File: config.mk
export PLATFORM = sky130hd
export DESIGN_NAME = dcmp_timer
export DESIGN_NICKNAME = d
export VERILOG_FILES = /design/src/rtl/dct_pkg.sv /design/src/rtl/dct_regs.sv /design/src/rtl/dct_prescaler.sv /design/src/rtl/dct_counter.sv /design/src/rtl/dct_event.sv /design/src/rtl/dcmp_timer.sv
export SDC_FILE = /design/constraint.sdc
export NUM_CORES = 1
export LEC_CHECK = 0
export ABC_CLOCK_PERIOD_IN_PS = 3700
export CORE_ASPECT_RATIO = 0.9
export CORE_MARGIN = 10
export CORE_UTILIZATION = 53
export DETAILED_ROUTE_END_ITERATION = 10
export PLACE_DENSITY = 0.78
export SYNTH_ARGS = -nofsm -noshare
export SYNTH_HDL_FRONTEND = slang
export SYNTH_SLANG_ARGS = --single-unit
File: constraint.sdc
create_clock -name clk -period 3.7 [get_ports clk]
set_input_delay 0.74 -clock clk [delete_from_list [all_inputs] [get_ports clk]]
set_output_delay 0.74 -clock clk [all_outputs]
set_load 0.005 [all_outputs]
File: src/rtl/dct_pkg.sv
// Package: shared offsets, control-word bit positions and the pin-mode
// type of the down-counting compare timer. Assumes a data word of at
// least 24 bits, so that every control field fits.
package dct_pkg;

    // Register byte offsets (software decodes these)
    localparam int OFS_CTRL = 0;
    localparam int OFS_STAT = 4;
    localparam int OFS_LOAD = 8;
    localparam int OFS_CMP  = 12;
    localparam int OFS_CNT  = 16;

    // Control-word bit positions
    localparam int B_RUN     = 0;
    localparam int B_RESTART = 1;
    localparam int B_IRQEN   = 2;
    localparam int B_RELOAD  = 3;
    localparam int B_DIV     = 4;
    localparam int B_SRST    = 16;
    localparam int B_OVW     = 17;
    localparam int B_PINMODE = 22;

    localparam int DIV_W_DEF = 12;

    // Action applied to the output pin on a compare match
    typedef enum logic [1:0] {
        PIN_HOLD   = 2'd0,
        PIN_TOGGLE = 2'd1,
        PIN_LOW    = 2'd2,
        PIN_HIGH   = 2'd3
    } pin_mode_e;

endpackage

File: src/rtl/dct_regs.sv
// Module: register file and bus decode. Holds the control, load and
// compare registers, builds the write strobes the other units need, and
// drives the combinational read mux. Assumes CNT_W >= 24.
module dct_regs
    import dct_pkg::*;
#(
    parameter int CNT_W  = 32,
    parameter int DIV_W  = DIV_W_DEF,
    parameter int ADDR_W = 5
) (
    input  logic              clk,
    input  logic              rst_n,
    input  logic              bus_we,
    input  logic [ADDR_W-1:0] bus_addr,
    input  logic [CNT_W-1:0]  bus_wdata,
    input  logic [CNT_W-1:0]  cnt_q,
    input  logic              flag_q,
    output logic [CNT_W-1:0]  bus_rdata,
    output logic              run,
    output logic              irq_en,
    output logic              reload,
    output logic [DIV_W-1:0]  div,
    output pin_mode_e         pin_mode,
    output logic              srst_q,
    output logic [CNT_W-1:0]  load_q,
    output logic [CNT_W-1:0]  cmp_q,
    output logic              srst,
    output logic              restart,
    output logic              ovw_load,
    output logic              stat_clr
);

    localparam logic [CNT_W-1:0] ONE      = CNT_W'(1);
    localparam logic [CNT_W-1:0] SRST_BIT = ONE << B_SRST;
    localparam logic [CNT_W-1:0] DIV_MASK = ((ONE << DIV_W) - ONE) << B_DIV;
    localparam logic [CNT_W-1:0] CTRL_MASK =
        (ONE << B_RUN) | (ONE << B_RESTART) | (ONE << B_IRQEN) |
        (ONE << B_RELOAD) | DIV_MASK | (ONE << B_OVW) |
        (CNT_W'(3) << B_PINMODE);

    localparam logic [ADDR_W-1:0] A_CTRL = ADDR_W'(OFS_CTRL);
    localparam logic [ADDR_W-1:0] A_STAT = ADDR_W'(OFS_STAT);
    localparam logic [ADDR_W-1:0] A_LOAD = ADDR_W'(OFS_LOAD);
    localparam logic [ADDR_W-1:0] A_CMP  = ADDR_W'(OFS_CMP);
    localparam logic [ADDR_W-1:0] A_CNT  = ADDR_W'(OFS_CNT);

    logic [CNT_W-1:0] ctrl_q;
    logic wr_ctrl, wr_stat, wr_load, wr_cmp;

    // Address decode of the write strobe
    always_comb begin
        wr_ctrl = bus_we && (bus_addr == A_CTRL);
        wr_stat = bus_we && (bus_addr == A_STAT);
        wr_load = bus_we && (bus_addr == A_LOAD);
        wr_cmp  = bus_we && (bus_addr == A_CMP);
    end

    // Event strobes derived from the write in progress
    always_comb begin
        srst     = wr_ctrl && bus_wdata[B_SRST];
        restart  = wr_ctrl && !bus_wdata[B_SRST] && bus_wdata[B_RUN] &&
                   bus_wdata[B_RESTART] && !ctrl_q[B_RUN];
        ovw_load = wr_load && ctrl_q[B_OVW];
        stat_clr = wr_stat && bus_wdata[0];
    end

    // Control word: a soft-reset write leaves only the reset bit, which
    // then clears itself on the following edge
    always_ff @(posedge clk) begin
        if (!rst_n) begin
            ctrl_q <= '0;
        end else if (wr_ctrl) begin
            if (bus_wdata[B_SRST]) ctrl_q <= SRST_BIT;
            else                   ctrl_q <= bus_wdata & CTRL_MASK;
        end else begin
            ctrl_q <= ctrl_q & ~SRST_BIT;
        end
    end

    // Load and compare registers
    always_ff @(posedge clk) begin
        if (!rst_n || srst) begin
            load_q <= '0;
            cmp_q  <= '0;
        end else begin
            if (wr_load) load_q <= bus_wdata;
            if (wr_cmp)  cmp_q  <= bus_wdata;
        end
    end

    // Read mux; unmapped offsets return zero
    always_comb begin
        case (bus_addr)
            A_CTRL:  bus_rdata = ctrl_q;
            A_STAT:  bus_rdata = {{(CNT_W-1){1'b0}}, flag_q};
            A_LOAD:  bus_rdata = load_q;
            A_CMP:   bus_rdata = cmp_q;
            A_CNT:   bus_rdata = cnt_q;
            default: bus_rdata = '0;
        endcase
    end

    // Field extraction
    always_comb begin
        run      = ctrl_q[B_RUN];
        irq_en   = ctrl_q[B_IRQEN];
        reload   = ctrl_q[B_RELOAD];
        div      = ctrl_q[B_DIV +: DIV_W];
        pin_mode = pin_mode_e'(ctrl_q[B_PINMODE +: 2]);
        srst_q   = ctrl_q[B_SRST];
    end

endmodule

File: src/rtl/dct_prescaler.sv
// Module: clock divider. Emits a one-cycle tick every DIV+1 cycles while
// run is high. The phase restarts from zero whenever run is low or a soft
// reset is written.
module dct_prescaler #(
    parameter int DIV_W = 12
) (
    input  logic             clk,
    input  logic             rst_n,
    input  logic             run,
    input  logic             clr,
    input  logic [DIV_W-1:0] div,
    output logic             tick
);

    logic [DIV_W-1:0] phase_q;

    // Tick when the phase reaches the divide value
    always_comb tick = run && (phase_q == div);

    // Phase counter, wraps on each tick
    always_ff @(posedge clk) begin
        if (!rst_n || clr || !run || tick) phase_q <= '0;
        else                               phase_q <= phase_q + 1'b1;
    end

endmodule

File: src/rtl/dct_counter.sv
// Module: main down-counter with reload/wrap at zero and compare detection.
// Update priority: soft reset, then restart from load, then overwrite
// from the bus, then a tick step. A match fires only on a tick step.
module dct_counter #(
    parameter int CNT_W = 32
) (
    input  logic             clk,
    input  logic             rst_n,
    input  logic             clr,
    input  logic             tick,
    input  logic             reload,
    input  logic [CNT_W-1:0] load_val,
    input  logic             restart,
    input  logic             ovw,
    input  logic [CNT_W-1:0] ovw_val,
    input  logic [CNT_W-1:0] cmp_val,
    output logic [CNT_W-1:0] cnt_q,
    output logic             match
);

    logic [CNT_W-1:0] step_val;

    // Value after one tick: reload or wrap at zero, else decrement
    always_comb begin
        if (cnt_q == '0) step_val = reload ? load_val : '1;
        else             step_val = cnt_q - 1'b1;
    end

    // Compare event on a tick step landing on the compare value
    always_comb match = tick && !clr && !restart && !ovw && (step_val == cmp_val);

    // Counter register
    always_ff @(posedge clk) begin
        if (!rst_n || clr) cnt_q <= '0;
        else if (restart)  cnt_q <= load_val;
        else if (ovw)      cnt_q <= ovw_val;
        else if (tick)     cnt_q <= step_val;
    end

endmodule

File: src/rtl/dct_event.sv
// Module: sticky compare flag, interrupt gating and the output-pin action.
// A match wins over a same-cycle write-one-to-clear.
module dct_event
    import dct_pkg::*;
(
    input  logic      clk,
    input  logic      rst_n,
    input  logic      clr,
    input  logic      match,
    input  logic      stat_clr,
    input  logic      irq_en,
    input  pin_mode_e pin_mode,
    output logic      flag_q,
    output logic      pin_q,
    output logic      irq
);

    // Sticky event flag
    always_ff @(posedge clk) begin
        if (!rst_n || clr) flag_q <= 1'b0;
        else if (match)    flag_q <= 1'b1;
        else if (stat_clr) flag_q <= 1'b0;
    end

    // Output pin action on each match
    always_ff @(posedge clk) begin
        if (!rst_n || clr) begin
            pin_q <= 1'b0;
        end else if (match) begin
            case (pin_mode)
                PIN_HOLD:   pin_q <= pin_q;
                PIN_TOGGLE: pin_q <= !pin_q;
                PIN_LOW:    pin_q <= 1'b0;
                PIN_HIGH:   pin_q <= 1'b1;
                default:    pin_q <= pin_q;
            endcase
        end
    end

    // Interrupt level
    always_comb irq = flag_q && irq_en;

endmodule

File: src/rtl/dcmp_timer.sv
// Module: top of the down-counting compare timer. Wires the register file,
// prescaler, counter and event logic together. The bus is single-cycle:
// writes land at the sampling edge, and reads are combinational.
module dcmp_timer
    import dct_pkg::*;
#(
    parameter int CNT_W  = 32,
    parameter int DIV_W  = DIV_W_DEF,
    parameter int ADDR_W = 5
) (
    input  logic              clk,
    input  logic              rst_n,
    input  logic              bus_we,
    input  logic [ADDR_W-1:0] bus_addr,
    input  logic [CNT_W-1:0]  bus_wdata,
    output logic [CNT_W-1:0]  bus_rdata,
    output logic              irq_o,
    output logic              pin_o
);

    logic             run, irq_en, reload, srst_q, srst, restart, ovw_load, stat_clr;
    logic [DIV_W-1:0] div;
    pin_mode_e        pin_mode;
    logic [CNT_W-1:0] load_q, cmp_q, cnt_q;
    logic             tick, match, flag_q;

    dct_regs #(.CNT_W(CNT_W), .DIV_W(DIV_W), .ADDR_W(ADDR_W)) u_regs (
        .clk(clk), .rst_n(rst_n), .bus_we(bus_we), .bus_addr(bus_addr),
        .bus_wdata(bus_wdata), .cnt_q(cnt_q), .flag_q(flag_q),
        .bus_rdata(bus_rdata), .run(run), .irq_en(irq_en), .reload(reload),
        .div(div), .pin_mode(pin_mode), .srst_q(srst_q), .load_q(load_q),
        .cmp_q(cmp_q), .srst(srst), .restart(restart), .ovw_load(ovw_load),
        .stat_clr(stat_clr)
    );

    dct_prescaler #(.DIV_W(DIV_W)) u_pre (
        .clk(clk), .rst_n(rst_n), .run(run), .clr(srst), .div(div), .tick(tick)
    );

    dct_counter #(.CNT_W(CNT_W)) u_cnt (
        .clk(clk), .rst_n(rst_n), .clr(srst), .tick(tick), .reload(reload),
        .load_val(load_q), .restart(restart), .ovw(ovw_load),
        .ovw_val(bus_wdata), .cmp_val(cmp_q), .cnt_q(cnt_q), .match(match)
    );

    dct_event u_evt (
        .clk(clk), .rst_n(rst_n), .clr(srst), .match(match),
        .stat_clr(stat_clr), .irq_en(irq_en), .pin_mode(pin_mode),
        .flag_q(flag_q), .pin_q(pin_o), .irq(irq_o)
    );

endmodule

==> impl_metrics.ini <==
[critical_path]
worstPathBufferInverterCount = 3
crit_path_cell_trace = clkdlybuf4s50_1, nor4_1, and2_1, buf_4, a222oi_1, nand2_1, clkdlybuf4s50_1
crit_path_end_kind = output port
cpLargestDelayFamily = buffers and inverters
path_max_fanout = 15
crit-reg2reg-capture = u_evt.pin_q
timing.reg2reg.worst_path_depth = 10
critPathSlowestCell = clkdlybuf4s50_1
wp_data_arrival_ps = 2860
critPathMostFrequentCell = clkdlybuf4s50_1
reg2reg_setup_slack_ps = 140
critical_path.startpoint_type = input port
setup.worst_path.class = input port to output port
worst_reg2reg_path_startpoint = u_cnt.cnt_q[26]
critical-path-max-stage-delay_ps = 580
critical_path_required_ps = 2960

[clock_tree]
tritoncts = done
cts-buffers-inserted = 17
cts.sink_count = 130
clock_path_buffers = 2
clock_slew_seen_by_the_registers_of_the_worst_setup_and_hold_paths_ps = 60
clock_tree_root_driver_cell = clkbuf_16
clk_latency_worst_skew_pair_ps = 440
hold_buffer_count_at_cts = 0
htreeDepth = 4

[power]
totalPowerFinal_w = 0.00360
vdd.ir_drop.worst_uv = 345
leakage_nw = 3.72
power_density_mw_per_mm2 = 363

[route]
route.detailed.drc = 0
drt_iter0_drc = 1395
routed_via_density = 6.44
drt_pre_antenna_iters = 8
totalWireLength_um = 29000
ant_nets = 0
routed-via-count = 8896
detail_route.wl_per_cell_um = 21.0

[timing]
report.final.hold_viol_count = 0
setup_ws_final_ps = 103
final_min_period_over_clock_period_pct = 97.2
maxSlewViolCount = 0
finClkSkew_ps = 11.0
slew_headroom_pct = 48.6
worst_slew_pin_slew_ps = 770
setup_viol_count_final = 0
clock.fmax_ghz = 0.278
fin_crit_ps = 3600
fin_tns_setup_ps = 0
grt_setup_unrepaired = false

[placed_design]
placed_cells = 1351
hpwl_um = 20600
dp_slack_ps = 40.6
port_buffers = 73
gp_congestion = 1.03

[global_route]
largest_net_degree_at_the_start_of_global_routing = 62
overflow = 0
antenna_found_initial = 0
grt_pass1_wl_um = 46000
grt_pass1_vias = 8215
grt.total_usage_pct = 28.5

[layout]
layout.cells.most_common = nand2_1
final_layout_size_suffix_gt1_share_pct = 12.2
layout_common_cells = 273 x nand2_1, 130 x a21oi_1, 130 x dfxtp_1
final-instance-count-excl-fill = 1382
num-nets-final = 1215
antennaDiodeCount = 0
area_growth_syn_to_layout_pct = 26.1

[floorplanning]
floorplan.io_pins = 74
chipHeight_um = 136
initial_utilization_pct = 53.8
placeableCoreArea_sq_mm = 0.0146
die_w_um = 148
core.rowCount = 42
dieArea_sq_mm = 0.0201

[logic_synthesis]
synth.largest_area_cell = dfxtp_1
synth_enable_flop_cells = 0
netlist_top_cells_area = dfxtp_1 33%, nand2_1 13%, a21oi_1 8.3%, a222oi_1 3.9%, xnor2_1 3.9%
synth.ff_latch_count = 130
postSynth.asyncResetShare_pct = 0
yosys_most_used_dff = dfxtp_1
post-synth-top-area-fraction_pct = 33.1
synthesis.area_per_instance_sq_um = 7.24
yosysUniqueCellTypes = 62
number_of_synthesis_warnings = 0
synth.cell_area_sq_mm = 0.00786
netlist_instances = 1086
synth_seq_area_share_pct = 33.1
synth.net_count = 1129

[worst_hold_path]
hold_path.startpoint = u_regs.ctrl_q[1]
whs_endpoint = u_regs.ctrl_q[1]
hold_class = flip-flop to flip-flop
min_delay_path_depth = 2

[status]
status = completed

[run]
max_cap_violations = 0
-- timing repair --
| action | in CTS | in global routing |
|---|---|---|
| gates resized for setup | 0 | 10 |
| setup buffers | 0 | 0 |
| endpoints found under the setup margin | 0 | 29 |
| hold endpoints to repair | 0 | 0 |
-- worst register-to-register path, cell delays in order, from the launching register on --
cell	delay (ps)
dfxtp_1	310
or4_4	550
or4_1	600
nor3_4	240
buf_4	200
mux2i_2	260
xor2_1	90
or4_4	550
nor4b_4	350
a41o_1	230
nand3_1	60
-- kinds of logic after synthesis --
kind of cell    synth area share (%)
compound gates                  22.8
xor+xnor                        6.46
fa+ha+maj                      0.477
buf+inv                         5.44
flops                           33.1
mux                             3.34
simple gates                    28.4
-- how the worst max path moves through the flow --
| stage | startpoint | endpoint | cells past startpoint |
|---|---|---|---|
| 4_1_cts | bus_addr[4] | bus_rdata[16] | 8 |
| 3_5_place_dp | bus_addr[4] | u_cnt.cnt_q[30] | 11 |
| 2_1_floorplan | bus_addr[4] | u_cnt.cnt_q[29] | 10 |
| 5_1_grt | bus_addr[1] | bus_rdata[19] | 8 |
| 6_report | bus_addr[2] | bus_rdata[16] | 7 |
| 3_3_place_gp | bus_addr[4] | u_cnt.cnt_q[23] | 11 |
-- through the flow --
stage	hold slack [ps]	util [%]	cell area, sq um
6_report	481	67.9	9910
5_1_grt	509	67.9	9910
4_1_cts	479	67.5	9870
3_5_place_dp	470	63.4	9260
3_3_place_gp	452	63.4	9260
2_1_floorplan	437	-	7860
-- synthesized netlist by cell type (all sizes together), types with 3 or more instances --
cell type and instances:
a211oi 8, a21o 4, a21oi 130, a222oi 31
a22oi 31, and2 9, and3 13, buf 9
clkbuf 77, dfxtp 130, ha 3, inv 27
mux2 10, mux2i 15, nand2 274, nand2b 8
nand3 31, nand4 17, nor2 42, nor2b 5
nor3 19, nor4 26, nor4b 4, o211ai 5
o21ai 22, o22ai 4, o31ai 9, or2 4
or3 17, or4 8, xnor2 35, xor2 23
-- state kept, by name, summed over array words and instances, names as in the netlist --
name           count
u_cnt.cnt_q       32
u_regs.ctrl_q     20
u_regs.load_q     32
u_evt.pin_q        1
u_pre.phase_q     12
u_evt.flag_q       1
u_regs.cmp_q      32
-- cell type report --
class,instances,area (sq um)
Multi-Input combinational cell,843,4900
Fill cell,1293,4690
Sequential cell,130,2600
Timing Repair Buffer,153,1450
Clock buffer,19,453
Tap cell,198,248
Clock inverter,12,156
Inverter,27,101
-- per-layer routing --
| metal | global-route usage (%) | vias up | part of all wire, % |
|---|---|---|---|
| li1 | - | 4070 | - |
| met1 | 39.2 | 4183 | 43 |
| met2 | 42.5 | 580 | 43 |
| met3 | 7.25 | 63 | 12 |
| met4 | 9.85 | 0 | 2.0 |
| met5 | 0 | - | 0 |
-- where the power goes --
group | total [W] | internal [W] | leakage (nW) | switching (W)
clock | 0.00177 | 0.00109 | 0.288 | 0.000677
sequential | 0.00142 | 0.00141 | 1.05 | 0.0000123
combinational | 0.000406 | 0.000173 | 2.38 | 0.000233
No activity file was read; power rests on OpenSTA's default activity.
